[config.mk]
export PLATFORM = sky130hd
export DESIGN_NAME = dual_perf_counter
export DESIGN_NICKNAME = d
export VERILOG_FILES = /design/src/rtl/dpc_pkg.sv /design/src/rtl/dpc_ctx_gate.sv /design/src/rtl/dpc_event_pick.sv /design/src/rtl/dpc_count_lane.sv /design/src/rtl/dual_perf_counter.sv
export SDC_FILE = /design/constraint.sdc
export NUM_CORES = 1
export LEC_CHECK = 0
export BUFFER_PORTS_ARGS = -buffer_cell sky130_fd_sc_hd__buf_2
export CAP_MARGIN = 20
export CORE_AREA = 2 2 107 109
export CTS_BUF_LIST = sky130_fd_sc_hd__clkbuf_4
export CTS_CLUSTER_DIAMETER = 50
export DETAILED_ROUTE_END_ITERATION = 10
export DIE_AREA = 0 0 109 111
export HOLD_SLACK_MARGIN = 0.03
export PLACE_DENSITY = 0.85
export RECOVER_POWER = 50
export SKIP_CTS_REPAIR_TIMING = 1
export SYNTH_ARGS = -nofsm -noshare
export SYNTH_HDL_FRONTEND = slang
export SYNTH_SLANG_ARGS = --single-unit
[constraint.sdc]
create_clock -name clk -period 8 [get_ports clk]
set_input_delay 2 -clock clk [delete_from_list [all_inputs] [get_ports clk]]
set_output_delay 2 -clock clk [all_outputs]
set_load 0.05 [all_outputs]
[src/rtl/dpc_pkg.sv]
// Package: shared sizes, control-word layout, privilege codes and per-lane
// constants for the dual performance counter. Lane 0 is the lower counter,
// lane 1 the upper counter.
package dpc_pkg;
    localparam int CNT_W    = 32;
    localparam int SEL_W    = 6;
    localparam int LANES    = 2;
    localparam int REG_W    = LANES * CNT_W;
    localparam int NUM_EVT  = 1 << SEL_W;

    // control word bit positions
    localparam int IRQ_EN_BIT = 0;
    localparam int SUP_EN_BIT = 1;
    localparam int USR_EN_BIT = 2;
    localparam int HV_EN_BIT  = 3;
    localparam int OVF_LSB    = 17;

    localparam logic [SEL_W-1:0] CYCLE_CODE = '0;

    localparam logic SEL_CTRL = 1'b0;
    localparam logic SEL_CNT  = 1'b1;

    typedef enum logic [1:0] {
        PRIV_USER = 2'b00,
        PRIV_SUP  = 2'b01,
        PRIV_HV   = 2'b10,
        PRIV_NONE = 2'b11
    } priv_e;

    // low bit of a lane's select field in the control word
    function automatic int sel_lsb(input int lane);
        return (lane == 0) ? 4 : 11;
    endfunction

    // select code that parks a lane
    function automatic logic [SEL_W-1:0] park_code(input int lane);
        return (lane == 0) ? SEL_W'(6'h14) : SEL_W'(6'h1C);
    endfunction
endpackage

[src/rtl/dpc_ctx_gate.sv]
// Module: dpc_ctx_gate
// Turns the current privilege code and the three shared context enables
// into one count permission for both lanes.
// Assumes: code 11 is not a valid context and never counts.
module dpc_ctx_gate
    import dpc_pkg::*;
(
    input  logic       usr_en,
    input  logic       sup_en,
    input  logic       hv_en,
    input  logic [1:0] priv_lvl,
    output logic       count_ok
);
    // pick the enable bit that belongs to the current privilege code
    always_comb begin
        case (priv_e'(priv_lvl))
            PRIV_USER: count_ok = usr_en;
            PRIV_SUP:  count_ok = sup_en;
            PRIV_HV:   count_ok = hv_en;
            default:   count_ok = 1'b0;
        endcase
    end
endmodule

[src/rtl/dpc_event_pick.sv]
// Module: dpc_event_pick
// Selects one lane's event from the event vector. Code CYCLE_CODE is
// always active. The lane's park code is never active, whatever its input.
// Assumes: the event vector has one bit per select code.
module dpc_event_pick
    import dpc_pkg::*;
#(
    parameter int               PICK_W = SEL_W,
    parameter logic [PICK_W-1:0] PARK  = '1,
    localparam int              EVT_N  = 1 << PICK_W
)(
    input  logic [PICK_W-1:0] sel,
    input  logic [EVT_N-1:0]  events,
    output logic              hit
);
    // cycle code first, then park code, then the indexed event bit
    always_comb begin
        if (sel == PICK_W'(CYCLE_CODE))
            hit = 1'b1;
        else if (sel == PARK)
            hit = 1'b0;
        else
            hit = events[sel];
    end
endmodule

[src/rtl/dpc_count_lane.sv]
// Module: dpc_count_lane
// One event counter. A load wins over a step at the same edge.
// wrap flags the edge on which a step takes the counter from all ones to zero.
// Assumes: load and step are sampled on the same rising edge.
module dpc_count_lane #(
    parameter int W = 32
)(
    input  logic         clk,
    input  logic         rst_n,
    input  logic         load,
    input  logic [W-1:0] load_val,
    input  logic         step,
    output logic [W-1:0] count,
    output logic         wrap
);
    // counter register: reset, then load, then step
    always_ff @(posedge clk) begin
        if (!rst_n)
            count <= '0;
        else if (load)
            count <= load_val;
        else if (step)
            count <= count + W'(1);
    end

    // a step that rolls over and is not overridden by a load
    assign wrap = step & ~load & (&count);
endmodule

[src/rtl/dual_perf_counter.sv]
// Module: dual_perf_counter
// Two 32-bit event counters packed into one 64-bit counter word, plus one
// 64-bit control word with per-lane event selects, shared context enables,
// an interrupt enable and sticky per-lane overflow flags.
// Assumes: software parks an idle lane with its park code, because the
// context enables cannot stop one lane alone.
module dual_perf_counter
    import dpc_pkg::*;
(
    input  logic               clk,
    input  logic               rst_n,
    input  logic               reg_wr_en,
    input  logic               reg_sel,
    input  logic [REG_W-1:0]   reg_wdata,
    output logic [REG_W-1:0]   reg_rdata,
    input  logic [NUM_EVT-1:0] event_in,
    input  logic [1:0]         priv_lvl,
    output logic               irq_o
);
    logic                 irq_en_q, usr_en_q, sup_en_q, hv_en_q;
    logic [SEL_W-1:0]     sel_q   [LANES];
    logic [CNT_W-1:0]     cnt_val [LANES];
    logic [LANES-1:0]     ovf_q, lane_hit, lane_step, lane_wrap;
    logic                 ctx_ok, ctl_wr, cnt_wr;
    logic [REG_W-1:0]     ctl_word, cnt_word;

    assign ctl_wr = reg_wr_en & (reg_sel == SEL_CTRL);
    assign cnt_wr = reg_wr_en & (reg_sel == SEL_CNT);

    // shared enables and the interrupt enable
    always_ff @(posedge clk) begin
        if (!rst_n) begin
            irq_en_q <= 1'b0;
            usr_en_q <= 1'b0;
            sup_en_q <= 1'b0;
            hv_en_q  <= 1'b0;
        end else if (ctl_wr) begin
            irq_en_q <= reg_wdata[IRQ_EN_BIT];
            usr_en_q <= reg_wdata[USR_EN_BIT];
            sup_en_q <= reg_wdata[SUP_EN_BIT];
            hv_en_q  <= reg_wdata[HV_EN_BIT];
        end
    end

    dpc_ctx_gate u_ctx (
        .usr_en   (usr_en_q),
        .sup_en   (sup_en_q),
        .hv_en    (hv_en_q),
        .priv_lvl (priv_lvl),
        .count_ok (ctx_ok)
    );

    for (genvar g = 0; g < LANES; g++) begin : g_lane
        localparam int SLSB = sel_lsb(g);

        // lane event select field
        always_ff @(posedge clk) begin
            if (!rst_n)
                sel_q[g] <= '0;
            else if (ctl_wr)
                sel_q[g] <= reg_wdata[SLSB +: SEL_W];
        end

        dpc_event_pick #(
            .PICK_W (SEL_W),
            .PARK   (park_code(g))
        ) u_pick (
            .sel    (sel_q[g]),
            .events (event_in),
            .hit    (lane_hit[g])
        );

        assign lane_step[g] = lane_hit[g] & ctx_ok;

        dpc_count_lane #(.W(CNT_W)) u_cnt (
            .clk      (clk),
            .rst_n    (rst_n),
            .load     (cnt_wr),
            .load_val (reg_wdata[g*CNT_W +: CNT_W]),
            .step     (lane_step[g]),
            .count    (cnt_val[g]),
            .wrap     (lane_wrap[g])
        );

        // sticky flag: a written zero clears it, a wrap sets it and wins
        always_ff @(posedge clk) begin
            if (!rst_n)
                ovf_q[g] <= 1'b0;
            else
                ovf_q[g] <= (ovf_q[g] & ~(ctl_wr & ~reg_wdata[OVF_LSB+g]))
                            | lane_wrap[g];
        end

        assign cnt_word[g*CNT_W +: CNT_W] = cnt_val[g];
    end

    // assemble the control word; unassigned bits read zero
    always_comb begin
        ctl_word             = '0;
        ctl_word[IRQ_EN_BIT] = irq_en_q;
        ctl_word[SUP_EN_BIT] = sup_en_q;
        ctl_word[USR_EN_BIT] = usr_en_q;
        ctl_word[HV_EN_BIT]  = hv_en_q;
        for (int l = 0; l < LANES; l++) begin
            ctl_word[sel_lsb(l) +: SEL_W] = sel_q[l];
            ctl_word[OVF_LSB + l]         = ovf_q[l];
        end
    end

    // read mux for the selected word
    assign reg_rdata = (reg_sel == SEL_CNT) ? cnt_word : ctl_word;

    assign irq_o = irq_en_q & (|ovf_q);
endmodule

Word level (Yosys, flattened, before mapping) --
Memories as Yosys holds them, arrays and structs flattened. Cells that the tools add are included.
Operators by class: add/subtract/negate cells 2, magnitude comparators 2, equal/unequal tests 4, mux-type cells 20, bitwise logic cells 23, reduce and logical (&&, ||, !) cells 8
Operators with widths (number):
- 2-to-1 mux 32 bit | 4
- adder 32 x 1 -> 32 bit (second input constant) | 2
- 2-to-1 mux 64 bit | 1
- AND reduction 32 bit | 2
- less-than comparator 6 x 7 -> 1 bit (second input constant) | 2
- bitwise AND 1 bit | 13
- binary-select mux 1 bit (select 6 bit) | 2
- == test 6 x 5 -> 1 bit (second input constant) | 2
- logical NOT 6 bit | 2
- 2-to-1 mux 6 bit | 2
- 2-to-1 mux 1 bit | 10
- inverter 1 bit | 6
- bitwise OR 1 bit | 4
- nonzero test 2 bit | 2
- one-hot mux 1 bit (3 select lines) | 1
- == test 2 x 1 -> 1 bit (second input constant) | 1
- == test 2 bit (second input constant) | 1
- logical NOT 2 bit | 1
- OR reduction 2 bit | 1
Word-level totals: flip-flop bits (word level) 70, bits in writable memories 12, word-level logic and storage cells 68, memories 1
Memory list:
- sel_q | depth 2, bits a word 6, rd ports 2, clocked after memory_dff 0, wr ports 2, line dual_perf_counter.sv:21 | logic [SEL_W-1:0] sel_q [LANES];

Longest topological paths before layout --
An unclocked memory read counts as a cell.
word-level depth 9, depth in mapped cells 13

By module --
Synthesis repeated with hierarchy kept, for this count alone.
Second synthesis, totals: cell total of the unflattened synthesis 722, area, all modules 6333.6 um^2
By module, submodules not included:
- dpc_count_lane at g_lane[1].u_cnt | times used 1, cells an instance 265, area each 2050.7 um^2, seq. area each 640.6 um^2
- dpc_count_lane at g_lane[0].u_cnt | times used 1, cells an instance 232, area each 1840.5 um^2, seq. area each 640.6 um^2
- dual_perf_counter | times used 1, cells an instance 129, area each 1277.5 um^2, seq. area each 480.5 um^2
- dpc_event_pick at g_lane[1].u_pick | times used 1, cells an instance 49, area each 588.1 um^2, seq. area each 0.0 um^2
- dpc_event_pick at g_lane[0].u_pick | times used 1, cells an instance 44, area each 554.3 um^2, seq. area each 0.0 um^2
- dpc_ctx_gate | times used 1, cells an instance 3, area each 22.5 um^2, seq. area each 0.0 um^2

Worst setup path after synthesis --
Ideal clock, no wire load.
path type input to output, start point input reg_sel, end point output reg_rdata[6], arrival 3.273 ns, data required time 6.000 ns, slack 2.727 ns, cell stages on the path 2, path buffers 1, path through clkbuf_1 -> o21ai_0
On the way: word-level cells in the longest chain between the ends 1
RTL lines:
- start: declaration | line dual_perf_counter.sv:13 | input logic reg_sel,
- 2-to-1 mux 64 bit | line dual_perf_counter.sv:111 | assign reg_rdata = (reg_sel == SEL_CNT) ? cnt_word : ctl_word;
- end: declaration | line dual_perf_counter.sv:15 | output logic [REG_W-1:0] reg_rdata,
Every way passes these cells.

==> key figures <==
Outcome
  – Outcome: finished, violations left
  – Failing checks: capacitance limit, slew limit

Clock tree
  – Clock tree buffer depth: 2
  – Worst-path clk slew: 0.13 ns
  – Clk root buf: clkbuf_4
  – CTS HTree Levels: 3
  – Clock sinks: a little over 80
  – Clock Latency Late Sink: between 0.4 and 0.5 ns
  – CTS tree: built
  – Cts bufs inserted: 9

GRT
  – GRT Residual Overflow: 0
  – Gr usage total: 0.2583
  – Vias in the first global route: 5165
  – Global-route wire length before repair: between 20 and 30 mm
  – Largest net degree at the start of global routing: 131
  – Initial antenna violation count: 0

Power
  – Gate power share: 0.263
  – NetSw: 0.3513 mW
  – Pwr dens: 149.3 nW/um^2
  – Worst vdd ir: 0.09055 mV
  – Clock share of power: 0.266
  – Sequential share of power: 0.471
  – Sw Ratio: 0.3372
  – Power Internal: 0.6906 mW
  – LEAKAGE: 2.838 nW

Setup path
  – Critical Path AT: 5.13 ns
  – Critical-path top delay cell: clkbuf_1
  – Critical Path Stages: 3
  – WP buf/inv: 2
  – Crit path cell chain: buf_2 -> clkbuf_1 -> nand2_1
  – Reg-to-reg endpoint: g_lane[1].u_cnt.count[27]
  – Cells on worst reg2reg path: 9
  – R2r setup slk: 3.71 ns
  – Delay-heaviest family, CP: buffers and inverters
  – CP max stage delay: 1.91 ns
  – Critical path class: in -> reg
  – Crit Path Max Fanout: 78
  – Worst Setup Start Kind: primary input
  – Crit end category: flip-flop
  – Worst r2r src: sel_q[1][0]
  – Required time of the critical path: 7.89 ns
  – End of the critical path: sel_q[1][2]
  – Crit. Startpoint: rst_n

STA
  – Minimum clock period: ~5.2 ns
  – Final hold violations: 0
  – Setup Viol. Count Final: 0
  – Rel. slew slack: -0.8050
  – Fmax: 0.1908 GHz
  – Part of the cycle the worst path needs: 0.6550
  – Layout Skew: 0.02026 ns
  – Final Slew Violations: 79
  – Setup TNS Final: 0 ns
  – Setup ws final: approximately 2.8 ns
  – Worst-margin pin slew: 2.708 ns
  – RSZ-0062 raised after global routing: false

Synth
  – Post-synth top flop: dfxtp_1
  – Area leader, netlist: dfxtp_1
  – Gate Count Post-Synth: 677
  – Yosys cell types: 55
  – Synth Net Count: 813
  – FF+latch count, synth: 82
  – Cell with the most instances after synthesis: a21oi_1
  – Top-area cell type share of the netlist area: 0.2373
  – Area contributors post-synth: dfxtp_1 (24%), xnor2_1 (7.9%), edfxtp_1 (6.1%)
  – Yosys Warn Count: 0
  – EDFF count, synth: 12
  – Async SR Flop Fraction: 0
  – Post-synthesis sequential area ratio: 0.2983
  – Leading cell types by count after synthesis: a21oi_1 (71), dfxtp_1 (70), o21ai_0 (69)
  – Syn Area/Cell: just under 9 sq um
  – Mapped Area: between 5000 and 6000 sq um

Drt
  – Vias/cell: just under 6
  – DRC: 0
  – DR WL/cell: 16.42 um
  – Vias: 5748
  – Final WL: 16.22 mm
  – Routed Antenna Nets: 0
  – DR iter-0 viols: 416
  – 1st-pass router iterations: 6

Layout
  – Share of cells above drive strength 1: 0.2994
  – Util after Layout: 0.6300
  – Area delta synth->final: 18.16%
  – Fillcell total: 989
  – Ant diodes: 0
  – Nets: a little under 1000

Placed design
  – Placement Setup Slack: 2.557 ns
  – Hpwl dp: 11.75 mm
  – IO Port Bufs: 198
  – RePlAce Congestion: 0.8648

Floorplan
  – Starting density of the core: 0.5332
  – Die X: 109 um
  – Die ar.: 12100 sq um
  – CORE AREA: 11080 sq um
  – DIE HEIGHT: 111 um
  – Core Rows: 39
  – Num ports: 199

Worst hold path
  – Worst Hold Class: reg -> reg

Run
  – Max cap viols: 1
through the flow:
step	total power, mW	instance area [sq um]	cells	hold slack [ns]
after global routing	1.089	6978	988	0.5178
after floorplan	0.6880	5906	677	0.4462
after detailed placement	0.7681	6812	969	0.4668
final	1.042	6978	988	0.4828
after CTS	1.042	6972	985	0.4846
after global placement	0.7634	6812	969	0.4661
per-layer routing:
metal	wire length, um	global-route usage	vias up
met5	0	0	-
met2	7725	0.4340	264
met1	6840	0.3252	2646
li1	-	-	2806
met4	365	0.1043	0
met3	1292	0.04292	32
worst reg2reg max path: cells and delay by family (launching register included):
family	cells	cell delay, ns
xor gates and xnor gates	1	0.23
AOI/OAI and AO/OA	1	0.09
muxes	2	1.17
and+or+nand+nor	4	1.99
DFF	1	0.36
buffers and inverters	1	0.34
registers in the layout (all words and copies together) (netlist names):
register,flops
usr_en_q,1
sup_en_q,1
hv_en_q,1
g_lane.u_cnt.count,64
sel_q,12
irq_en_q,1
ctl_word,2
power by group through the flow:
stage	Clock (mW)	Combinational [mW]	Sequential, mW
2_1_floorplan	0	0.212	0.476
3_3_place_gp	0	0.265	0.498
3_5_place_dp	0	0.270	0.498
4_1_cts	0.282	0.271	0.489
5_1_grt	0.299	0.295	0.495
6_report	0.277	0.274	0.491
kinds of logic after synthesis:
kind of cell | share of synthesized area
DFF | 0.2983
adders and majority gates | 0.004237
AOI/OAI and AO/OA | 0.1492
buffers and inverters | 0.06313
xor gates and xnor gates | 0.08750
and+or+nand+nor | 0.2286
muxes | 0.1691
layout make-up:
type	instances	area [sq um]	area share
multi-input combinational	522	3737	0.5356
sequential	82	1762	0.2525
timing repair buffer	204	1061	0.1521
tap	143	178.9	0.02564
clock inverter	7	92.59	0.01327
inverter	21	78.83	0.01130
clock buffer	9	67.56	0.009683
cell usage in the layout, fill, tap and decap left out, types with 5 or more instances in the layout:
cell type and count:
buf_2 195, a21oi_1 71, dfxtp_1 70, o21ai_0 69, xnor2_1 53, and2_1 49, nand2_1 42, nor4_1 27
and3_1 25, nor2_1 22, inv_1 21, nand3_1 20, mux2_2 19, mux2i_1 18, mux4_2 14, nor3_1 14
edfxtp_1 12, mux4_1 11, clkbuf_4 9, nand4_1 6, xor2_1 6, nand2b_1 5, nand3b_1 5, o22ai_1 5
worst min path at each step:
stage	start	to	slack, ns	cells after the start
2_1_floorplan	usr_en_q	usr_en_q	0.45	2
3_3_place_gp	usr_en_q	usr_en_q	0.47	2
3_5_place_dp	usr_en_q	usr_en_q	0.47	2
4_1_cts	usr_en_q	usr_en_q	0.48	2
5_1_grt	usr_en_q	usr_en_q	0.52	2
6_report	usr_en_q	usr_en_q	0.48	2
Power figures use the tool's default switching activity.
